==> config.mk <==
export PLATFORM = sky130hd
export DESIGN_NAME = edac_flow_unit
export DESIGN_NICKNAME = d
export VERILOG_FILES = /design/src/rtl/edac_pkg.sv /design/src/rtl/edac_check_gen.sv /design/src/rtl/edac_pipe_reg.sv /design/src/rtl/edac_decode.sv /design/src/rtl/edac_flow_unit.sv
export SDC_FILE = /design/constraint.sdc
export NUM_CORES = 1
export LEC_CHECK = 0
export ABC_AREA = 1
export CORE_AREA = 3 3 134 136
export DETAILED_ROUTE_END_ITERATION = 8
export DIE_AREA = 0 0 137 139
export DONT_BUFFER_PORTS = 1
export PLACE_DENSITY_LB_ADDON = 0.3
export SLEW_MARGIN = 20
export SYNTH_ARGS = -nofsm -noshare
export SYNTH_HDL_FRONTEND = slang
export SYNTH_SLANG_ARGS = --single-unit
==> constraint.sdc <==
create_clock -name clk -period 8.5 [get_ports clk]
set_clock_uncertainty 0.1 [all_clocks]
set_input_delay 1.7 -clock clk [delete_from_list [all_inputs] [get_ports clk]]
set_output_delay 1.7 -clock clk [all_outputs]
set_load 0.02 [all_outputs]
==> src/rtl/edac_pkg.sv <==
package edac_pkg;
  localparam int DATA_W = 64;

  // smallest c with 2^(c-1) >= DATA_W + c
  function automatic int calc_chk_w(input int d);
    int c;
    c = 1;
    while ((1 << (c - 1)) < (d + c)) c++;
    return c;
  endfunction

  localparam int CHK_W  = calc_chk_w(DATA_W);
  localparam int CODE_W = DATA_W + CHK_W;

  // column code of data bit idx: odd weights >= 3, ascending inside each weight
  function automatic logic [CHK_W-1:0] col_code(input int idx);
    logic [CHK_W-1:0] res;
    logic [CHK_W-1:0] cand;
    int n;
    res = '0;
    n   = 0;
    for (int w = 3; w <= CHK_W; w += 2) begin
      for (int v = 0; v < (1 << CHK_W); v++) begin
        cand = CHK_W'(v);
        if ($countones(cand) == w) begin
          if (n == idx) res = cand;
          n++;
        end
      end
    end
    return res;
  endfunction

  // data bits feeding check bit j
  function automatic logic [DATA_W-1:0] row_mask(input int j);
    logic [DATA_W-1:0] m;
    logic [CHK_W-1:0]  c;
    for (int i = 0; i < DATA_W; i++) begin
      c    = col_code(i);
      m[i] = c[j];
    end
    return m;
  endfunction

  typedef struct packed {
    logic [DATA_W-1:0] data;
    logic [CHK_W-1:0]  chk;
  } code_word_t;
endpackage

==> src/rtl/edac_check_gen.sv <==
module edac_check_gen
  import edac_pkg::*;
(
  input  logic [DATA_W-1:0] data_in,
  output logic [CHK_W-1:0]  chk_out
);
  for (genvar j = 0; j < CHK_W; j++) begin : g_row
    localparam logic [DATA_W-1:0] MASK = row_mask(j);
    assign chk_out[j] = ^(data_in & MASK);
  end
endmodule

==> src/rtl/edac_pipe_reg.sv <==
module edac_pipe_reg #(
  parameter int WIDTH = 8
) (
  input  logic             clk,
  input  logic             rst_n,
  input  logic             in_valid,
  output logic             in_ready,
  input  logic [WIDTH-1:0] in_data,
  output logic             out_valid,
  input  logic             out_ready,
  output logic [WIDTH-1:0] out_data
);
  logic             full_q;
  logic [WIDTH-1:0] data_q;

  assign in_ready  = !full_q || out_ready;
  assign out_valid = full_q;
  assign out_data  = data_q;

  always_ff @(posedge clk) begin
    if (!rst_n) begin
      full_q <= 1'b0;
      data_q <= '0;
    end else if (in_ready) begin
      full_q <= in_valid;
      if (in_valid) data_q <= in_data;
    end
  end

  // a stalled item stays put
  a_r3_hold_stable: assert property (@(posedge clk) disable iff (!rst_n)
    (out_valid && !out_ready) |=> (out_valid && $stable(out_data)));

  // the accepted word is what the stage presents next
  a_r4_capture: assert property (@(posedge clk) disable iff (!rst_n)
    (in_valid && in_ready) |=> (out_valid && out_data == $past(in_data)));
endmodule

==> src/rtl/edac_decode.sv <==
module edac_decode
  import edac_pkg::*;
(
  input  logic              clk,
  input  logic              rst_n,
  input  logic              word_valid,
  input  logic [DATA_W-1:0] raw_data,
  input  logic [CHK_W-1:0]  raw_chk,
  output logic [DATA_W-1:0] fix_data,
  output logic [CHK_W-1:0]  syndrome,
  output logic              single_err,
  output logic              double_err
);
  logic [CHK_W-1:0]  regen_chk;
  logic [DATA_W-1:0] flip;
  logic              chk_hit;

  edac_check_gen u_regen (
    .data_in (raw_data),
    .chk_out (regen_chk)
  );

  assign syndrome = raw_chk ^ regen_chk;

  for (genvar i = 0; i < DATA_W; i++) begin : g_col
    localparam logic [CHK_W-1:0] COL = col_code(i);
    assign flip[i] = (syndrome == COL);
  end

  assign chk_hit    = $onehot(syndrome);
  assign single_err = (|flip) || chk_hit;
  assign double_err = (syndrome != '0) && !single_err;
  assign fix_data   = raw_data ^ flip;

  // never both classes at once
  a_r9_flags_excl: assert property (@(posedge clk) disable iff (!rst_n)
    word_valid |-> !(single_err && double_err));

  // clean word passes untouched
  a_r5_clean_pass: assert property (@(posedge clk) disable iff (!rst_n)
    (word_valid && syndrome == '0) |-> (fix_data == raw_data && !single_err && !double_err));

  // check-bit-only error leaves data alone
  a_r7_check_only: assert property (@(posedge clk) disable iff (!rst_n)
    (word_valid && $countones(syndrome) == 1) |-> (fix_data == raw_data && single_err));

  // even nonzero syndrome is a double error, uncorrected
  a_r8_even_double: assert property (@(posedge clk) disable iff (!rst_n)
    (word_valid && syndrome != '0 && !($countones(syndrome) % 2 == 1))
      |-> (double_err && fix_data == raw_data));
endmodule

==> src/rtl/edac_flow_unit.sv <==
module edac_flow_unit
  import edac_pkg::*;
(
  input  logic              clk,
  input  logic              rst_n,
  input  logic              sys_wr_valid,
  output logic              sys_wr_ready,
  input  logic [63:0]       sys_wr_data,
  output logic              mem_wr_valid,
  input  logic              mem_wr_ready,
  output logic [63:0]       mem_wr_data,
  output logic [7:0]        mem_wr_check,
  input  logic              mem_rd_valid,
  output logic              mem_rd_ready,
  input  logic [63:0]       mem_rd_data,
  input  logic [7:0]        mem_rd_check,
  output logic              sys_rd_valid,
  input  logic              sys_rd_ready,
  output logic [63:0]       sys_rd_data,
  output logic              rd_single_err,
  output logic              rd_double_err,
  output logic [7:0]        rd_syndrome
);
  // write direction: generate on entry, hold word and check bits together
  code_word_t wr_in, wr_out;
  logic [CHK_W-1:0] wr_chk;

  edac_check_gen u_wr_gen (
    .data_in (sys_wr_data),
    .chk_out (wr_chk)
  );

  assign wr_in = '{data: sys_wr_data, chk: wr_chk};

  edac_pipe_reg #(.WIDTH(CODE_W)) u_wr_stage (
    .clk       (clk),
    .rst_n     (rst_n),
    .in_valid  (sys_wr_valid),
    .in_ready  (sys_wr_ready),
    .in_data   (wr_in),
    .out_valid (mem_wr_valid),
    .out_ready (mem_wr_ready),
    .out_data  (wr_out)
  );

  assign mem_wr_data  = wr_out.data;
  assign mem_wr_check = wr_out.chk;

  // read direction: latch code word, then check and correct
  code_word_t rd_in, rd_latched;

  assign rd_in = '{data: mem_rd_data, chk: mem_rd_check};

  edac_pipe_reg #(.WIDTH(CODE_W)) u_rd_latch (
    .clk       (clk),
    .rst_n     (rst_n),
    .in_valid  (mem_rd_valid),
    .in_ready  (mem_rd_ready),
    .in_data   (rd_in),
    .out_valid (sys_rd_valid),
    .out_ready (sys_rd_ready),
    .out_data  (rd_latched)
  );

  edac_decode u_decode (
    .clk        (clk),
    .rst_n      (rst_n),
    .word_valid (sys_rd_valid),
    .raw_data   (rd_latched.data),
    .raw_chk    (rd_latched.chk),
    .fix_data   (sys_rd_data),
    .syndrome   (rd_syndrome),
    .single_err (rd_single_err),
    .double_err (rd_double_err)
  );
endmodule

==> results.md, run 1 <==
- Status: finished clean
- Crit Path Max Fanout: 5
- # IOs: 292
- Setup Buffers After CTS: 0
- Worst Reg-to-Reg Cells: 7
- Reg-to-Reg End: u_wr_stage.out_data[53]
- Worst path arrival time: 6.23 ns
- Compound-Gate Fraction of Synth Area: 10.7%
- Synth async-reset ratio: 0%
- Critical Path End: rd_double_err
- Vias per cell: 5.44
- Area Growth Syn to Fin: 6.68%
- Most frequent cells in the layout: nand2_1 (237), nor2_1 (223), xor2_1 (185)
- Vias after detailed routing: 8771
- Synth Instances: 1406
- MaxCap Viol Count: 0
- Clock insertion delay at the later pin of the skew report: 0.43 ns
- Core area: 17100 um2
- Die width: 137 um
- Sink Count: 146
- Synth Area per Inst: 7.10 um2
- Met2 usage in global routing: 50.8%
- Synth top area cells: dfxtp_1 (29%), xor2_1 (16%), xnor2_1 (14%)
- CTS tree: built
- Met3 GRT Util: 12.1%
- Rel. slew slack: 34.8%
- Grt ovf: 0
- Kind of critical path: register to output port
- XOR/XNOR Fraction of Synth Area: 30.1%
- Layout Nets: 1534
- TritonRoute pass-1 iters: 6
- Post-synth top area share: 29.3%
- Initial DRC count: 586
- Worst setup EP type: output port
- Final period util: 94.5%
- I/O Buffers: 0
- Setup TNS: 0 ns
- Die ar.: 19000 um2
- Inserted Clock Buffers: 17
- Placer Congestion: 1.05
- Final hold viol count: 0
- Fmax: 0.124 GHz
- Worst-path clk slew: 0.07 ns
- Post-synthesis simple-gate area fraction: 20.4%
- Reg2reg start: u_wr_stage.out_valid
- Pin count of the biggest net entering global routing: 142
- Post-CTS resize count: 0
- DP HPWL: 23000 um
- Total Routing Usage GR: 30.0%
- Post-synth EDFFs: 0
- Max Slew Vio Count: 0
- Antenna-violating nets left: 0
- Mapped Area: 9990 um2
- Mux cell area share after synthesis: 0%
- WL final: 29300 um
- Most common cell after layout, fill and taps aside: nand2_1
- Hold Buf Count CTS: 0
- Root Driver: clkbuf_16
- VDD IR max: 0.579 mV
- Slew @ Worst Pin: 0.976 ns
- Synth unique cells: 27
- Clk buf depth: 2
- Min Hold Slack: 0.379 ns
- Post-Synth Adder-Cell Area: 2.81%
- Vias in the first global route: 8443
- Unrepaired setup endpoints after global routing: false
- Cell Rows: 48
- Final Setup Violations: 0
- Top_reg_cell synth: dfxtp_1
- Crit path from: u_rd_latch.out_data[44]
- Biggest area consumer among synthesized cells: dfxtp_1
- CP required: 6.70 ns
- First-pass GRT wire length: 44700 um
- Die span in y: 139 um
- Starting density of the core: 58.5%
- Initial antenna violation count: 5
- CP Launch Type: register
- Met1 Usage GRT: 34.3%
- Worst reg2reg setup slack: 6.05 ns
- P_leak: 4.91 nW
- Post-synth net total: 1568
- Worst Hold Class: register to register
- Final critical-path required period: 8.03 ns
- H-tree Lvls: 4
- Pwr per Cell Area: 399 nW/um2
- Global route hottest layer: met2
- Part of the Yosys area used for sequential elements: 29.3%
- Ratio of cells with drive above 1 in the final layout: 3.18%
- Synth warn: 0
- Synth Register Bits: 146
- Average wire per standard cell: 18.2 um
- Main combinational cell family by area after synthesis: XOR/XNOR gates
- DRC: 0
==> area by class of cell <==
class,instances,area [um2]
flip-flops and latches,146,2920
clock buffers,17,425
multi-input cells,1085,6400
repair buffers,3,22.5
well taps,225,282
clock inverters,14,149
inverters,119,447
diodes,2,5.00
fillers,1555,6400
==> layer usage <==
| metal | part of all wire (%) | up-vias |
|---|---|---|
| met3 | 10 | 73 |
| li1 | - | 4312 |
| met1 | 38 | 4001 |
| met4 | 3.1 | 8 |
| met5 | 0.16 | - |
| met2 | 49 | 377 |
==> cell families (layout without fill, tap and decap cells) <==
| group | after synthesis | in the layout |
|---|---|---|
| AND/OR/NAND/NOR | 511 | 511 |
| XOR/XNOR | 342 | 342 |
| AO/OA/AOI/OAI | 212 | 212 |
| buffers and inverters | 175 | 153 |
| flip-flops | 146 | 146 |
| adder cells (fa/ha/maj) | 20 | 20 |
| other | 0 | 2 |
==> worst max-delay path, stage by stage, from the launching register on <==
cell     delay (ns)
dfxtp_1        0.45
xnor2_1        0.16
xor2_1         0.19
xor2_1         0.19
xor2_1         0.19
xor2_1         0.27
xor2_1         0.74
ha_1           0.36
inv_1          0.07
fa_1           0.49
inv_1          0.06
fa_1           0.45
ha_1           0.21
fa_1           0.54
nor4b_1        0.05
nor4_1         0.17
nand3_1        0.13
nor2_1         0.13
nand3_1        0.09
nor2_1         0.11
nand2_1        0.06
nor2_1         0.10
nand2_1        0.20
nor2_1         0.37
==> where the power goes <==
group | switching (mW) | total [mW] | internal [mW]
Sequential | 0.112 | 0.859 | 0.748
Clock | 0.330 | 0.741 | 0.411
Combinational | 1.82 | 2.64 | 0.824
Total | 2.26 | 4.25 | 1.98
==> synthesized netlist by cell type (4+ instances only) <==
cell type	instances
nand4_1	18
xnor2_1	155
inv_1	117
buf_2	4
dfxtp_1	146
nand3_1	17
nor4_1	7
nor2_1	223
xor2_1	186
a21oi_1	66
o21ai_0	144
clkbuf_1	49
ha_1	16
fa_1	4
nand2_1	238
==> how the worst min path moves through the flow <==
stage,startpoint,end,slack (ns),cells past startpoint
after detailed placement,u_rd_latch.out_data[5],u_rd_latch.out_data[5],0.37,2
after global placement,u_rd_latch.out_data[5],u_rd_latch.out_data[5],0.36,2
final,u_rd_latch.out_data[5],u_rd_latch.out_data[5],0.38,2
after global routing,u_rd_latch.out_data[5],u_rd_latch.out_data[5],0.42,2
after floorplan,u_rd_latch.out_data[5],u_rd_latch.out_data[5],0.34,2
after CTS,u_rd_latch.out_data[5],u_rd_latch.out_data[5],0.38,2
==> flip-flops by register name, indices dropped and copies added (netlist names) <==
signal                count
u_rd_latch.out_data      72
u_rd_latch.out_valid      1
u_wr_stage.out_data      72
u_wr_stage.out_valid      1
==> through the flow <==
step	cells	setup slack [ns]	power (mW)	util [%]	cell area (um2)
detailed placement	1578	0.884	3.45	59.0	10100
finish	1611	0.468	4.25	62.5	10700
global route	1610	0.0747	4.55	62.4	10700
CTS	1609	0.395	4.21	62.4	10600
global placement	1578	1.13	3.40	59.0	10100
floorplan	1406	1.57	2.89	-	9990
Power figures use the tool's default switching activity.
==> run 2: changes to the inputs <==
==> constraint.sdc (replaced) <==
create_clock -name clk -period 7.4 [get_ports clk]
set_clock_uncertainty 0.1 [all_clocks]
set_input_delay 1.48 -clock clk [delete_from_list [all_inputs] [get_ports clk]]
set_output_delay 1.48 -clock clk [all_outputs]
set_load 0.02 [all_outputs]
==> run 2 against run 1 <==
  * Global-route usage grew 0.083 points
  * Sequential power grew 15%
  * Combinational power grew 25%
  * First-iteration DRC count shrank 9.4%
  * Hold slack gained 0.0059 ns
  * Cell area grew 1.5%
  * Final cell count grew 0.43%
  * Non-clock buffer count grew 7
  * Clock power grew 13%
  * Total power grew 21%
  * Critical path depth is the same
  * Core utilization grew 0.93 points
  * Highest routed layer unchanged
==> results.md, run 2 (same netlist as run 1, synthesis figures left out) <==
- Inserted Clock Buffers: 17 (unchanged)
- Max Slew Vio Count: 0 (unchanged)
- Kind of critical path: register to output port
- Most frequent cells in the layout: nand2_1 (237), nor2_1 (223), xor2_1 (182)
- Setup TNS: 0 ns (unchanged)
- VDD IR max: 1.84 mV (+220%)
- Hold path depth: 2 (unchanged)
- Hold EP: u_rd_latch.out_data[5]
- MaxCap Viol Count: 0 (unchanged)
- Worst path arrival time: 5.45 ns (-0.78 ns)
- CP max-delay cell: fa_1
- Status: finished clean
- First-pass GRT wire length: 44900 um (+0.46%)
- Placer Congestion: 1.00 (-4.8%)
- Grt ovf: 0 (unchanged)
- Register Area: 2940 um2 (+0.64%)
- Worst-path clk slew: 0.07 ns (about the same)
- H-tree Lvls: 4 (unchanged)
- I/O Buffers: 0 (unchanged)
- Final period util: 95.0%
- Area Growth Syn to Fin: 8.27%
- # IOs: 292 (unchanged)
- P_leak: 4.95 nW (+0.83%)
- Slew @ Worst Pin: 0.969 ns (-0.00704 ns)
- Clk buf depth: 2 (unchanged)
- Antenna-violating nets left: 0 (unchanged)
- Most used cell along the critical path: nor2_1
- Most common cell after layout, fill and taps aside: nand2_1
- Vias per cell: 5.35 (-1.7%)
- Initial DRC count: 531 (-9.4%)
- Core area: 17100 um2 (unchanged)
- Worst-path cell chain: xor2_2 > xor2_2 > xnor2_1 > xor2_1 > xor2_4 > ha_4 > inv_1 > fa_1 > inv_1 > fa_1 > ha_1 > fa_1 > nor4b_1 > nor4_1 > nand3_1 > nor2_1 > nand3_1 > nor2_1 > nand2_1 > nor2_1 > nand2_1 > nor2_1 > buf_4
- Worst Hold Class: register to register
- Initial antenna violation count: 7 (+2)
- Fillers: 1553 (-0.13%)
- Cell Rows: 48 (unchanged)
- Multi-input gate area: 6500 um2 (+1.6%)
- Average wire per standard cell: 18.1 um (-0.51%)
- WL final: 29300 um (about the same)
- DP HPWL: 23000 um (about the same)
- CP Launch Type: register
- DRC: 0 (unchanged)
- Reg2reg start: u_rd_latch.out_valid
- Layout Nets: 1541 (+0.46%)
- Fmax: 0.142 GHz
- Vias after detailed routing: 8660 (-1.3%)
- Root Driver: clkbuf_16
- Final Setup Violations: 0 (unchanged)
- Final critical-path required period: 7.03 ns
- Crit Path Max Fanout: 5 (unchanged)
- Clock insertion delay at the later pin of the skew report: 0.43 ns (about the same)
- Pin count of the biggest net entering global routing: 142 (unchanged)
- HP Start: u_rd_latch.out_data[5]
- Pwr per Cell Area: 476 nW/um2 (+19%)
- CP required: 5.82 ns (-0.88 ns)
- Die width: 137 um (unchanged)
- Die ar.: 19000 um2 (unchanged)
- Final hold viol count: 0 (unchanged)
- Sink Count: 146 (unchanged)
- Reg-to-Reg End: u_rd_latch.out_data[61]
- Total Routing Usage GR: 30.1% (+0.083 points)
- Rel. slew slack: 35.3% (+0.47 points)
- CTS tree: built
- Share of the core filled with cells: 63.4% (+0.93 points)
- TritonRoute pass-1 iters: 6 (unchanged)
- Die span in y: 139 um (unchanged)
- Slowest cell delay on critical path: 0.53 ns (-0.21 ns)
- Vias in the first global route: 8433 (-0.12%)
- Worst setup EP type: output port
- Worst reg2reg setup slack: 5.00 ns (-1.05 ns)
- Worst Reg-to-Reg Cells: 5 (-2)
- Starting density of the core: 58.5% (unchanged)
- Ratio of cells with drive above 1 in the final layout: 5.53% (+2.4 points)
-- run 2: changes by cell type in the layout (fill, tap and decap cells not counted), moves of 3 or more --
cell     before  now
dfxtp_1     146  135
dfxtp_2       0    9
buf_4         3   10
inv_1       117  112
inv_2         2    7
xnor2_1     155  151
xnor2_2       0    4
ha_1         16   13
ha_4          0    3
xor2_1      185  182
-- run 2: worst max-delay path by stage --
stage               slack (ns)               startpoint            end  cells after the start
CTS                       0.15  u_rd_latch.out_data[44]  rd_double_err                     24
finish                    0.37  u_rd_latch.out_data[64]  rd_double_err                     23
detailed placement        0.47  u_rd_latch.out_data[44]  rd_double_err                     24
floorplan                 0.69  u_rd_latch.out_data[32]  rd_double_err                     23
global route             -0.01  u_rd_latch.out_data[15]  rd_double_err                     26
global placement          0.52  u_rd_latch.out_data[44]  rd_double_err                     24
-- run 2: metal layers --
metal  up-vias  share of wire [%]  track usage (%)
met5         -               0.29                0
met4        12                2.0             7.30
met2       348                 50             52.0
met1      3927                 38             34.7
li1       4316                  -                -
met3        57                 10             11.8
-- run 2: timing repair --
item | 4_1_cts | 5_1_grt
setup buffers | 0 | 2
endpoints found under the setup margin | 1 | 2
gates resized for setup | 1 | 31
pin swaps | 0 | 9
hold buffers | 0 | 0
-- run 2: stage by stage --
step	std cells	worst slack (ns)	cell area, um2	hold WS, ns	total power [mW]
3_5_place_dp	1583	0.474	10100	0.375	4.12
3_3_place_gp	1583	0.520	10100	0.363	4.12
4_1_cts	1615	0.155	10700	0.385	4.99
5_1_grt	1618	-0.0135	10800	0.422	5.58
6_report	1618	0.369	10800	0.385	5.14
2_1_floorplan	1406	0.695	9990	0.344	3.31
-- run 2: worst max-delay path: cells and delay by family, from the launching register on --
| family | cells | cell delay [ns] |
|---|---|---|
| flops | 1 | 0.44 |
| fa+ha+maj | 5 | 1.88 |
| simple gates | 10 | 0.98 |
| buf+inv | 3 | 0.25 |
| xor+xnor | 5 | 1.48 |
-- run 2: final cells by class --
| cell class | instances | share of cell area [%] |
|---|---|---|
| Antenna cell | 1 | 0.0231 |
| Clock buffer | 19 | 4.10 |
| Clock inverter | 13 | 1.11 |
| Inverter | 119 | 4.13 |
| Multi-Input combinational cell | 1085 | 60.1 |
| Sequential cell | 146 | 27.2 |
| Tap cell | 225 | 2.60 |
| Timing Repair Buffer | 10 | 0.694 |
-- run 2: where the power goes --
part / leakage [nW] / internal, mW / switching (mW) / total, mW
Clock: 0.260 / 0.451 / 0.387 / 0.837
Sequential: 1.22 / 0.859 / 0.132 / 0.991
Combinational: 3.47 / 1.21 / 2.10 / 3.31
